`src/rtl/ckout_pkg.sv`:
```
package ckout_pkg;
  typedef enum logic [1:0] {
    SS_OFF     = 2'b00,
    SS_QUARTER = 2'b01,
    SS_HALF    = 2'b10
  } ss_mode_e;

  localparam int ADDR_W = 7;
  localparam logic [ADDR_W-1:0] ADDR_BASE = 7'b1101000;
  localparam logic [ADDR_W-1:0] ADDR_STEP = 7'b0000010;
endpackage

```
`src/rtl/ckout_sync2.sv`:
```
module ckout_sync2 #(
  parameter int W = 1,
  parameter logic [W-1:0] RST_VAL = '0
) (
  input  logic         clk,
  input  logic         rst,
  input  logic [W-1:0] d,
  output logic [W-1:0] q
);
  logic [W-1:0] meta_q;

  always_ff @(posedge clk) begin
    if (rst) begin
      meta_q <= RST_VAL;
      q      <= RST_VAL;
    end else begin
      meta_q <= d;
      q      <= meta_q;
    end
  end
endmodule

```
`src/rtl/ckout_strap_latch.sv`:
```
module ckout_strap_latch
  import ckout_pkg::*;
(
  input  logic              clk,
  input  logic              rst,
  input  logic              pwr_s,
  input  logic              ss_hi,
  input  logic              ss_mid,
  input  logic              addr_sel,
  output logic              seen,
  output ss_mode_e          ss_mode,
  output logic [ADDR_W-1:0] bus_addr
);
  ss_mode_e strap_dec;

  always_comb begin
    if (ss_hi)       strap_dec = SS_HALF;
    else if (ss_mid) strap_dec = SS_QUARTER;
    else             strap_dec = SS_OFF;
  end

  always_ff @(posedge clk) begin
    if (rst) begin
      seen     <= 1'b0;
      ss_mode  <= SS_OFF;
      bus_addr <= ADDR_BASE;
    end else if (pwr_s && !seen) begin
      seen     <= 1'b1;
      ss_mode  <= strap_dec;
      bus_addr <= addr_sel ? (ADDR_BASE | ADDR_STEP) : ADDR_BASE;
    end
  end

  // once captured, the reference enable never drops before reset
  p_seen_sticky_r5: assert property (@(posedge clk) disable iff (rst)
    $past(seen) |-> seen);
  // no recapture after the first rise
  p_straps_hold_r4: assert property (@(posedge clk) disable iff (rst)
    (seen && $past(seen)) |-> ($stable(ss_mode) && $stable(bus_addr)));
endmodule

```
`src/rtl/ckout_pair_gate.sv`:
```
module ckout_pair_gate (
  input  logic clk,
  input  logic rst,
  input  logic src_lvl,
  input  logic want,
  output logic dif_t,
  output logic dif_c
);
  logic run_q;

  always_ff @(posedge clk) begin
    if (rst) begin
      run_q <= 1'b0;
      dif_t <= 1'b0;
      dif_c <= 1'b0;
    end else begin
      if (!src_lvl) run_q <= want;
      dif_t <= run_q & src_lvl;
      dif_c <= run_q & ~src_lvl;
    end
  end

  // legs never both high
  p_legs_excl_r10: assert property (@(posedge clk) disable iff (rst)
    !(dif_t && dif_c));
  // the true leg only falls after the source went low
  p_no_runt_r11: assert property (@(posedge clk) disable iff (rst)
    $fell(dif_t) |-> !$past(src_lvl));
  // the true leg only rises after the source was high
  p_rise_src_r10: assert property (@(posedge clk) disable iff (rst)
    $rose(dif_t) |-> $past(src_lvl));
endmodule

```
`src/rtl/ckout_gate_ctrl.sv`:
```
module ckout_gate_ctrl
  import ckout_pkg::*;
#(
  parameter int NPAIR = 8
) (
  input  logic              clk,
  input  logic              rst,
  input  logic              pwrgd,
  input  logic              strap_ss_hi,
  input  logic              strap_ss_mid,
  input  logic              strap_addr,
  input  logic [NPAIR-1:0]  oe_n,
  input  logic [NPAIR-1:0]  reg_en,
  input  logic              pll_lock,
  input  logic              src_lvl,
  output logic [NPAIR-1:0]  dif_t,
  output logic [NPAIR-1:0]  dif_c,
  output logic              ref_out,
  output logic              ref_drv,
  output logic [1:0]        ss_mode,
  output logic [ADDR_W-1:0] bus_addr
);
  localparam logic [NPAIR-1:0] OE_IDLE = '1;

  logic [NPAIR-1:0] oe_s;
  logic [1:0]       ctl_s;
  logic             pwr_s;
  logic             lock_s;
  ss_mode_e         mode_q;

  // two-flop synchronizers for the asynchronous inputs
  ckout_sync2 #(.W(NPAIR), .RST_VAL(OE_IDLE)) u_sync_oe (
    .clk(clk), .rst(rst), .d(oe_n), .q(oe_s)
  );
  ckout_sync2 #(.W(2), .RST_VAL(2'b00)) u_sync_ctl (
    .clk(clk), .rst(rst), .d({pll_lock, pwrgd}), .q(ctl_s)
  );
  assign pwr_s  = ctl_s[0];
  assign lock_s = ctl_s[1];

  ckout_strap_latch u_strap (
    .clk(clk), .rst(rst), .pwr_s(pwr_s),
    .ss_hi(strap_ss_hi), .ss_mid(strap_ss_mid), .addr_sel(strap_addr),
    .seen(ref_drv), .ss_mode(mode_q), .bus_addr(bus_addr)
  );
  assign ss_mode = mode_q;

  always_ff @(posedge clk) begin
    if (rst) ref_out <= 1'b0;
    else     ref_out <= pwr_s & src_lvl;
  end

  // an undriven reference carries no level
  p_ref_quiet_r5: assert property (@(posedge clk) disable iff (rst)
    !ref_drv |-> !ref_out);

  for (genvar g = 0; g < NPAIR; g++) begin : g_pair
    logic want;
    assign want = pwr_s & lock_s & reg_en[g] & ~oe_s[g];
    ckout_pair_gate u_gate (
      .clk(clk), .rst(rst), .src_lvl(src_lvl), .want(want),
      .dif_t(dif_t[g]), .dif_c(dif_c[g])
    );
  end
endmodule

```
`config.mk`:
```
export PLATFORM = sky130hd
export DESIGN_NAME = ckout_gate_ctrl
export DESIGN_NICKNAME = d
export VERILOG_FILES = /design/src/rtl/ckout_pkg.sv /design/src/rtl/ckout_sync2.sv /design/src/rtl/ckout_strap_latch.sv /design/src/rtl/ckout_pair_gate.sv /design/src/rtl/ckout_gate_ctrl.sv
export SDC_FILE = /design/constraint.sdc
export NUM_CORES = 1
export LEC_CHECK = 0
export BUFFER_PORTS_ARGS = -buffer_cell sky130_fd_sc_hd__buf_2
export CAP_MARGIN = 20
export CORE_ASPECT_RATIO = 2
export CORE_MARGIN = 2
export CORE_UTILIZATION = 50
export CTS_CLUSTER_SIZE = 10
export DETAILED_ROUTE_END_ITERATION = 7
export GPL_ROUTABILITY_DRIVEN = 0
export PLACE_DENSITY_LB_ADDON = 0.3
export SLEW_MARGIN = 10
export SYNTH_ARGS = -nofsm -noshare
export SYNTH_HDL_FRONTEND = slang
export SYNTH_SLANG_ARGS = --single-unit
```
`constraint.sdc`:
```
create_clock -name clk -period 2.85 [get_ports clk]
set_input_delay 0.1425 -clock clk [delete_from_list [all_inputs] [get_ports clk]]
set_output_delay 0.1425 -clock clk [all_outputs]
set_load 0.05 [all_outputs]
```
---- After elaboration in Yosys (flattened, before gate mapping) ----
Index checks and enable logic that the tools add are counted.
operators by class
  multiplexer cells ....................... 3
  bitwise logic cells ..................... 43
  reductions and logical operators ........ 2
operators by type and width
  kind                 count
  $and A1 B1 Y1        34
  $not A1 Y1           9
  $mux W2              2
  $logic_and A1 B1 Y1  1
  $logic_not A1 Y1     1
  $mux W1              1
word-level totals
  flip-flop bits (word level) ............. 55
  input port bits ......................... 24

---- Depth between registers and ports, before layout ----
Gate-level depths: netlist (run 1).
  depth in word-level cells ............... 3
  gate-level depth with buffers ........... 4

---- Hierarchy ----
A second synthesis (run 1) with hierarchy kept.
unflattened totals
  cells, all modules ...................... 129
  area total of the unflattened synthesis .. 1,579.0 um^2
by module, submodules not included
  module                     times used  cells each  area an instance (um^2)
  ckout_pair_gate            8           7           91.3
  ckout_sync2 at u_sync_oe   1           33          431.7
  ckout_strap_latch          1           22          201.4
  ckout_gate_ctrl            1           10          110.1
  ckout_sync2 at u_sync_ctl  1           8           105.1

---- Least setup slack after synthesis (run 1) ----
No wires, ideal clock.
  path kind ............................... register -> register
  start point ............................. register u_strap.seen
  end point ............................... register u_strap.bus_addr[1]
  data arrival time ....................... 1.044 ns
  data required time ...................... 2.726 ns
  slack ................................... 1.682 ns
  stages on the path, launching flop included .. 4
  clock period less this slack ............ 1.168 ns
  cell sequence ........................... dfxtp_1 > nor2b_1 > mux2i_1 > nor2_1
between the ends
  word-level cells in the longest chain between the ends .. 2
RTL lines
  element                 line                     source
  start, declared         ckout_strap_latch.sv:10  output logic seen,
  start signal, assigned  ckout_strap_latch.sv:24  seen <= 1'b0;
  start signal, assigned  ckout_strap_latch.sv:28  seen <= 1'b1;
  $logic_not A1 Y1        ckout_strap_latch.sv:27  end else if (pwr_s && !seen) begin
  $logic_and A1 B1 Y1     ckout_strap_latch.sv:27
  end signal, assigned    ckout_strap_latch.sv:30  bus_addr <= addr_sel ? (ADDR_BASE | ADDR_STEP) : ADDR_BASE;
  end, declared           ckout_strap_latch.sv:12  output logic [ADDR_W-1:0] bus_addr
No other way between the ends.
A chain may end at the register's enable or synchronous reset.

---- Worst setup path in the final report (run 1) ----
  start point ............................. register u_sync_ctl.q[0]
  end point ............................... register u_strap.ss_mode[0]
between the ends
  word-level cells in the longest chain between the ends .. 1
RTL lines
  element                 line                     source
  start, declared         ckout_sync2.sv:8         output logic [W-1:0] q
  start signal, assigned  ckout_sync2.sv:18        q <= meta_q;
  $logic_and A1 B1 Y1     ckout_strap_latch.sv:27
  end signal, assigned    ckout_strap_latch.sv:29  ss_mode <= strap_dec;
  end, declared           ckout_strap_latch.sv:11  output ss_mode_e ss_mode,
No other way between the ends.

==> results of run 1 <==
==> through the flow <==
stage	total power, mW	setup slack (ns)	instance area [um^2]	hold WS (ns)	util [%]
after floorplan	0.771	1.68	1610	0.214	-
after global placement	0.786	1.69	1680	0.325	53.9
after detailed placement	0.788	1.63	1680	0.328	53.9
after CTS	1.27	1.68	1800	0.0207	57.7
after global routing	1.30	1.57	1800	0.0219	57.7
final	1.25	1.69	1800	0.0302	57.7
==> cells in the mapped netlist <==
master    instances
nor2_2            1
buf_4            22
nor2b_1           4
and3_4            1
a31o_1            8
buf_6             1
mux2i_1           3
clkbuf_1          2
or2_2            16
and2b_1           3
conb_1            2
inv_1             8
dfxtp_1          49
nor2_1            5
and2_1           17
==> layout by cell type, fill, tap and decap left out, drive strengths merged <==
cell type | synthesis | final
inv | 8 | 8
or2 | 16 | 16
clkbuf | 2 | 7
conb | 2 | 6
mux2i | 3 | 3
nor2b | 4 | 4
bufinv | 0 | 1
buf | 23 | 44
and3 | 1 | 1
dfxtp | 49 | 49
nor2 | 6 | 6
a31o | 8 | 8
and2 | 17 | 17
and2b | 3 | 3
==> how the worst max path moves through the flow <==
stage | start | to | slack [ns] | cells after the start
after global routing | u_sync_ctl.q[0] | u_strap.ss_mode[0] | 1.57 | 3
after detailed placement | rst | g_pair[7].u_gate.run_q | 1.63 | 4
after floorplan | u_strap.seen | u_strap.bus_addr[1] | 1.68 | 3
after CTS | u_sync_ctl.q[0] | u_strap.ss_mode[0] | 1.68 | 3
final | u_sync_ctl.q[0] | u_strap.ss_mode[0] | 1.69 | 3
after global placement | rst | g_pair[1].u_gate.run_q | 1.69 | 4
==> worst register-to-register path: cells and delay by family, from the launching register on <==
kind	cells	cell delay (ns)
DFF	1	0.38
muxes	1	0.26
and+or+nand+nor	2	0.40
==> sequential cells by signal (all words and copies together) (netlist names) <==
register	flops
u_sync_oe.q	8
g_pair.u_gate.run_q	8
ref_out	1
u_sync_oe.meta_q	8
u_sync_ctl.q	2
g_pair.u_gate.dif_t	8
u_strap.bus_addr	1
g_pair.u_gate.dif_c	8
u_strap.ss_mode	2
u_sync_ctl.meta_q	2
u_strap.seen	1
==> final cells by class <==
| cell class | instances | area (um^2) | area share, % |
|---|---|---|---|
| clock buffers | 7 | 86.3 | 4.80 |
| inverters | 8 | 30.0 | 1.67 |
| repair buffers | 44 | 220 | 12.2 |
| clock inverters | 1 | 30.0 | 1.67 |
| flip-flops and latches | 49 | 981 | 54.5 |
| multi-input cells | 64 | 413 | 22.9 |
| well taps | 31 | 38.8 | 2.16 |
==> power breakdown <==
part / internal (mW) / switching, mW
Clock: 0.286 / 0.197
Sequential: 0.699 / 0.00449
Combinational: 0.0245 / 0.0434
==> layer usage <==
metal / GRT usage, % / up-vias / part of all wire [%]
met2: 25.8 / 34 / 59
met4: 7.44 / 0 / 1.7
met3: 4.76 / 4 / 7.6
li1: - / 467 / -
met1: 11.2 / 420 / 32
met5: 0 / - / 0
==> kinds of logic after synthesis <==
family	count (synthesis)	synth area share [%]
muxes	3	1.89
DFF	49	61.6
buffers and inverters	33	13.4
other	2	0.472
and+or+nand+nor	47	18.2
AOI/OAI and AO/OA	8	4.40
==> results.sh, run 1 <==
export IMPL_status="finished, final reports clean"
export IMPL_drtIter0Drc=5
export IMPL_ioPinCount=51
export IMPL_clock_path_buffers=2
export IMPL_critPathMaxFanout=4
export IMPL_area_growth_pct=13.0
export IMPL_synth_area_leader_cell="dfxtp_1"
export IMPL_r2r_end="u_strap.ss_mode[0]"
export IMPL_port_buffers=44
export IMPL_grt_antenna_before_repair=0
export IMPL_dpl_cell_count=196
export IMPL_cts_hold_buf=0
export IMPL_ant_nets=0
export IMPL_r2r_start="u_sync_ctl.q[0]"
export IMPL_leakage_nw=0.911
export IMPL_hpwl_um=1650
export IMPL_r2r_slack_ns=1.69
export IMPL_drtPass1Iterations=2
export IMPL_cpLargestDelayFamily="simple AND/OR/NAND/NOR gates"
export IMPL_slowest_delay_ns=0.38
export IMPL_r2r_cells=3
export IMPL_grt_pass1_vias=930
export IMPL_cp_end_kind="flop"
export IMPL_grt_pass1_wl_um=3720
export IMPL_p_per_area_nw_per_um2=697
export IMPL_synth_avg_cell_area_um2=11.2
export IMPL_yosysSeqAreaShare_pct=61.6
export IMPL_layout_cells_non_filler=204
export IMPL_syn_area_um2=1590
export IMPL_rsz0062_at_grt="no"
export IMPL_post_route_period_util_pct=40.7
export IMPL_period_minus_slack_ns=1.16
export IMPL_clk_latency_ns=0.28
export IMPL_num_rows=29
export IMPL_htreeDepth=2
export IMPL_cts_sinks=49
export IMPL_overflow=0
export IMPL_cp_slowest_cell="dfxtp_1"
export IMPL_cp_num_buf_inv=0
export IMPL_maxSlewViolCount=0
export IMPL_min_to="u_sync_oe.meta_q[3]"
export IMPL_grt_start_max_net_pins=27
export IMPL_cts_buffers=5
export IMPL_cp_cell_sequence="nor2b_1 > mux2i_1 > nor2_1"
export IMPL_hp_class="input pin to flop"
export IMPL_via_per_inst=4.53
export IMPL_antenna_cells=0
export IMPL_crit_required_ns=3.02
export IMPL_fin_skew_ns=0.00735
export IMPL_routedWlPerCell_um=10.5
export IMPL_nNetsFinal=196
export IMPL_hold_path_depth=2
export IMPL_globalRouteTotalUtil_pct=13.7
export IMPL_core_area_um2=3120
export IMPL_fmax_ghz=0.862
export IMPL_wl_um=2150
export IMPL_worstPathArrival_ns=1.33
export IMPL_worst_setup_path_start_kind="flop"
export IMPL_setup_viol=0
export IMPL_cts_setup_buffers=0
export IMPL_yosysWarnings=0
export IMPL_die_y_um=83.8
export IMPL_critPathKind="flop to flop"
export IMPL_vdd_ir_drop_worst_mv=0.427
export IMPL_vias=925
export IMPL_die_x_um=43.9
export IMPL_min_delay_start="oe_n[3]"
export IMPL_clock_tree_root_cell="clkbuf_8"
export IMPL_fill_cells=274
export IMPL_setup_tns_ns=0
export IMPL_synth_top_area_share_pct=61.6
export IMPL_synth_distinct_cells=15
export IMPL_drv_cap=0
export IMPL_cts_tree="built"
export IMPL_synth_area_leaders="dfxtp_1 62%, buf_4 10%, and2_1 6.7%, or2_2 6.3%, a31o_1 4.4%"
export IMPL_ctsResizeCount=0
export IMPL_clk_pin_slew_worst_paths_ns=0.08
export IMPL_drc=0
export IMPL_synth_seq_cells=49
export IMPL_netlist_instances=142
export IMPL_initial_core_util_pct=51.0
export IMPL_drive_above_1_share_pct=39.9
export IMPL_hold_viol=0
export IMPL_die_area_um2=3680
(Power assumes the default switching activity.)
==> inputs of run 2 (changes only) <==
CORE_UTILIZATION = 44   (was 50)
clock period = 0.95 ns   (was 2.85 ns; I/O delays follow)
==> results.sh, run 2 (synthesized netlist as in run 1, its figures left out) <==
export IMPL_status="finished, final reports clean"
export IMPL_clock_tree_root_cell="clkbuf_8"
export IMPL_hold_slack_ns=0.0801
export IMPL_critPathMaxFanout=4
export IMPL_vdd_ir_drop_worst_mv=1.53
export IMPL_drive_above_1_share_pct=38.8
export IMPL_drtPass1Iterations=2
export IMPL_fmax_ghz=1.09
export IMPL_hold_viol=0
export IMPL_crit_required_ns=1.14
export IMPL_globalRouteTotalUtil_pct=11.8
export IMPL_leakage_nw=1.01
export IMPL_nNetsFinal=219
export IMPL_finalWorstSetupSlack_ns=0.0360
export IMPL_overflow=0
export IMPL_relSlewSlack_pct=66.4
export IMPL_num_rows=31
export IMPL_setup_tns_ns=0
export IMPL_cts_tree="built"
export IMPL_worstMarginPinSlew_ns=0.502
export IMPL_die_y_um=89.1
export IMPL_setup_viol=0
export IMPL_combinationalPowerShare_pct=7.2
export IMPL_htreeDepth=2
export IMPL_clk_pin_slew_worst_paths_ns=0.08
export IMPL_routedWlPerCell_um=8.77
export IMPL_critPathKind="flop to flop"
export IMPL_post_route_period_util_pct=96.2
export IMPL_cts_buffers=5
export IMPL_cp_end_kind="flop"
export IMPL_grt_pass1_wl_um=3510
export IMPL_p_per_area_nw_per_um2=1860
export IMPL_worstPathArrival_ns=1.10
export IMPL_worst_setup_path_start_kind="flop"
export IMPL_drv_cap=0
export IMPL_clk_latency_ns=0.29
export IMPL_grt_antenna_before_repair=0
export IMPL_p_sw_mw=0.779
export IMPL_rsz0062_at_grt="yes"
export IMPL_cellInternalPower_mw=3.09
export IMPL_via_per_inst=3.97
export IMPL_maxSlewViolCount=0
export IMPL_fin_skew_ns=0.00606
export IMPL_vias=973
export IMPL_period_minus_slack_ns=0.914
export IMPL_layout_cells_non_filler=245
export IMPL_cp_startpoint="u_sync_ctl.q[0]"
export IMPL_pwr_share_seq_pct=54.5
export IMPL_dpl_cell_count=217
export IMPL_ioPinCount=51
export IMPL_ant_nets=0
export IMPL_antenna_cells=0
export IMPL_min_delay_start="rst"
export IMPL_utilization_pct=58.9
export IMPL_hp_class="input pin to flop"
export IMPL_drc=0
export IMPL_die_x_um=46.5
export IMPL_multi_input_area_um2=420
export IMPL_clock_power_share_pct=38.2
export IMPL_sw_frac_of_total_pct=20.1
export IMPL_r2r_start="u_sync_ctl.q[0]"
export IMPL_clock_path_buffers=2
export IMPL_grt_start_max_net_pins=23
export IMPL_fill_cells=302
export IMPL_seq_area_um2=983
export IMPL_place_ws_ns=-0.0419
export IMPL_area_growth_pct=30.5
export IMPL_die_area_um2=4150
export IMPL_core_area_um2=3530
export IMPL_port_buffers=44
export IMPL_drtIter0Drc=5
export IMPL_final_common_cell="dfxtp_1"
export IMPL_final_cell_mix="47 x dfxtp_1, 36 x buf_2, 20 x dlygate4sd3_1"
export IMPL_wl_um=2150
export IMPL_hpwl_um=1440
export IMPL_cts_sinks=49
export IMPL_initial_core_util_pct=45.1
export IMPL_grt_pass1_vias=923
==> run 2: routing by layer <==
metal | up-vias | part of all wire, % | track usage [%]
met5 | - | 0 | 0
met4 | 0 | 1.4 | 5.45
met3 | 4 | 6.1 | 4.24
met2 | 36 | 53 | 21.7
met1 | 419 | 39 | 10.7
li1 | 514 | - | -
==> run 2: power by group through the flow <==
stage,Sequential (mW),Clock [mW],Combinational [mW]
6_report,2.11,1.48,0.280
2_1_floorplan,2.18,0,0.136
5_1_grt,2.12,1.62,0.305
3_3_place_gp,2.16,0,0.213
3_5_place_dp,2.16,0,0.214
4_1_cts,2.11,1.52,0.281
==> run 2: worst paths after layout <==
check	end	slack [ns]	cells after the start
worst max-delay path	u_strap.ss_mode[0]	0.04	3
worst min-delay path	u_sync_oe.meta_q[1]	0.08	3
worst max register to register	u_strap.ss_mode[0]	0.04	3
worst min register to register	u_sync_oe.q[2]	0.41	1
==> run 2: area by class of cell <==
cell class	instances	area share, %
sequential	49	47.3
timing repair buffer	67	22.3
multi-input combinational	64	20.2
clock buffer	6	3.97
tap	49	2.95
clock inverter	2	1.81
inverter	8	1.44
==> run 2: what timing repair did <==
| item | CTS | global route |
|---|---|---|
| endpoints found under the hold margin | 20 | 0 |
| resized for setup | 4 | 5 |
| setup buffers | 0 | 0 |
| setup endpoints to repair | 6 | 9 |
| hold buffers | 20 | 0 |
==> run 2: worst max-delay path, cell delays in order (launching register included) <==
cell and delay [ns]:
dfxtp_2 0.36, nor2b_4 0.19, mux2i_1 0.21, nor2_1 0.05
==> run 2: through the flow <==
step | power, mW | instance area (um^2)
after global placement | 2.37 | 1740
after global routing | 4.05 | 2080
final | 3.87 | 2080
after floorplan | 2.32 | 1620
after detailed placement | 2.37 | 1740
after CTS | 3.92 | 2070
==> inputs of run 3 (changes only) <==
SYNTH_HIERARCHICAL = 1   (was not set)
==> results.sh, run 3 <==
export IMPL_post_route_period_util_pct=99.7
export IMPL_drtIter0Drc=17
export IMPL_synth_edff_count=0
export IMPL_crit_required_ns=1.13
export IMPL_hpwl_um=1700
export IMPL_critPathKind="flop to flop"
export IMPL_synth_area_leader_cell="dfxtp_1"
export IMPL_core_area_um2=3420
export IMPL_area_growth_pct=34.2
export IMPL_htreeDepth=2
export IMPL_initial_core_util_pct=46.2
export IMPL_place_ws_ns=-0.0414
export IMPL_port_buffers=44
export IMPL_wl_um=2450
export IMPL_period_minus_slack_ns=0.947
export IMPL_p_per_area_nw_per_um2=1820
export IMPL_fin_skew_ns=0.00362
export IMPL_overflow=0
export IMPL_grt_start_max_net_pins=37
export IMPL_synth_area_leaders="dfxtp_1 62%, mux2i_1 7.0%, or2_1 6.3%, and3b_2 5.7%, and4b_1 5.1%"
export IMPL_slowest_delay_ns=0.37
export IMPL_use_met3_pct=4.49
export IMPL_vias=1054
export IMPL_synth_avg_cell_area_um2=12.2
export IMPL_synth_seq_cells=49
export IMPL_grt_use_met1_pct=10.9
export IMPL_cp_cell_sequence="buf_4 > and4b_1 > mux2i_1 > nor2_1"
export IMPL_cp_end_kind="flop"
export IMPL_synth_common_cells="49 x dfxtp_1, 16 x or2_1, 13 x nor2_1, 11 x mux2i_1, 9 x and3b_2"
export IMPL_netlist_instances=129
export IMPL_via_per_inst=4.37
export IMPL_vdd_ir_drop_worst_mv=1.60
export IMPL_clock_tree_root_cell="clkbuf_8"
export IMPL_status="finished, final reports clean"
export IMPL_hp_class="input pin to flop"
export IMPL_setup_viol=0
export IMPL_finalWorstSetupSlack_ns=0.00307
export IMPL_final_common_cell="dfxtp_1"
export IMPL_cp_slowest_cell="dfxtp_4"
export IMPL_ioPinCount=51
export IMPL_fmax_ghz=1.06
export IMPL_drtPass1Iterations=4
export IMPL_maxSlewViolCount=0
export IMPL_die_area_um2=4110
export IMPL_hold_slack_ns=0.0168
export IMPL_rsz0062_at_grt="yes"
export IMPL_critPathMaxFanout=6
export IMPL_synth_top_area_share_pct=62.1
export IMPL_yosysWarnings=6
export IMPL_cts_sinks=49
export IMPL_worstPathArrival_ns=1.13
export IMPL_yosysSeqAreaShare_pct=62.1
export IMPL_multi_input_area_um2=557
export IMPL_cts_tree="built"
export IMPL_drc=0
export IMPL_async_flop_share_pct=0
export IMPL_grt_pass1_wl_um=3800
export IMPL_syn_area_um2=1580
export IMPL_num_rows=30
export IMPL_met2_usage_pct=24.2
export IMPL_dpl_cell_count=221
export IMPL_grt_antenna_before_repair=0
export IMPL_layout_cells_non_filler=241
export IMPL_leakage_nw=0.996
export IMPL_cp_num_buf_inv=1
export IMPL_worst_setup_path_start_kind="flop"
export IMPL_final_cell_mix="47 x dfxtp_1, 40 x buf_2, 16 x or2_1"
export IMPL_seq_area_um2=986
export IMPL_hold_viol=0
export IMPL_antenna_cells=0
export IMPL_synthFlopType="dfxtp_1"
export IMPL_top_usage_layer="met2"
export IMPL_die_y_um=88.7
export IMPL_nNetsFinal=216
export IMPL_clk_pin_slew_worst_paths_ns=0.08
export IMPL_drive_above_1_share_pct=35.2
export IMPL_drv_cap=0
export IMPL_grt_pass1_vias=1008
export IMPL_clock_path_buffers=2
export IMPL_fill_cells=301
export IMPL_globalRouteTotalUtil_pct=12.8
export IMPL_routedWlPerCell_um=10.2
export IMPL_die_x_um=46.4
export IMPL_synth_most_common_cell="dfxtp_1"
export IMPL_clk_latency_ns=0.28
export IMPL_synth_distinct_cells=12
export IMPL_cpLargestDelayFamily="flip-flops"
export IMPL_ant_nets=0
export IMPL_cts_buffers=5
run 3: cell type report:
type	instances	share of cell area (%)
well taps	48	2.83
repair buffers	59	18.9
multi-input cells	77	26.3
flip-flops and latches	49	46.5
clock buffers	7	4.07
clock inverters	1	1.42
run 3: worst min-delay path, cell delays in order:
cell,delay (ns)
buf_2,0.08
mux2i_1,0.06
nor2_1,0.08
run 3: repair_timing:
| action | 4_1_cts | 5_1_grt |
|---|---|---|
| setup buffers | 0 | 2 |
| hold buffers | 10 | 0 |
| gates resized for setup | 2 | 7 |
| gates cloned | 0 | 0 |
| endpoints found under the setup margin | 4 | 7 |
| endpoints found under the hold margin | 10 | 0 |
| pin swaps | 0 | 1 |
run 3: path summary, 6_finish.rpt:
path	slack (ns)	startpoint	depth (start not counted)	to
worst max register to register	0.003	u_sync_ctl/q[0]	4	g_pair[5].u_gate/run_q
worst min register to register	0.40	u_sync_oe/meta_q[5]	1	u_sync_oe/q[5]
worst min-delay path	0.02	strap_addr	3	u_strap/bus_addr[1]
worst max-delay path	0.003	u_sync_ctl/q[0]	4	g_pair[5].u_gate/run_q
run 3: report_power, final:
part	switching (mW)	total (mW)	internal, mW
clock network	0.591	1.45	0.857
registers	0.0173	2.11	2.10
logic	0.154	0.287	0.133
total	0.763	3.85	3.09
run 3: per-layer routing:
metal	up-vias	share of wire (%)
met3	2	5.2
met2	29	61
met1	478	33
met5	-	0
li1	545	-
met4	0	0.98
run 3: logic make-up (layout without fill, tap and decap cells):
group                  after synthesis  in the layout  share of synthesized area, %
other                                2              6                         0.476
and+or+nand+nor                     60             60                          26.9
buffers and inverters                7             67                          3.57
DFF                                 49             49                          62.1
muxes                               11             11                          6.97
run 3: through the flow:
step	instance area (um^2)	power (mW)	setup TNS, ns	utilization [%]
after floorplan	1600	2.31	0	-
after CTS	2090	3.90	-0.0303	61.2
after detailed placement	1870	2.41	-0.0904	54.7
after global routing	2120	4.02	-0.352	62.1
after global placement	1870	2.40	0	54.7
final	2120	3.85	0	62.1
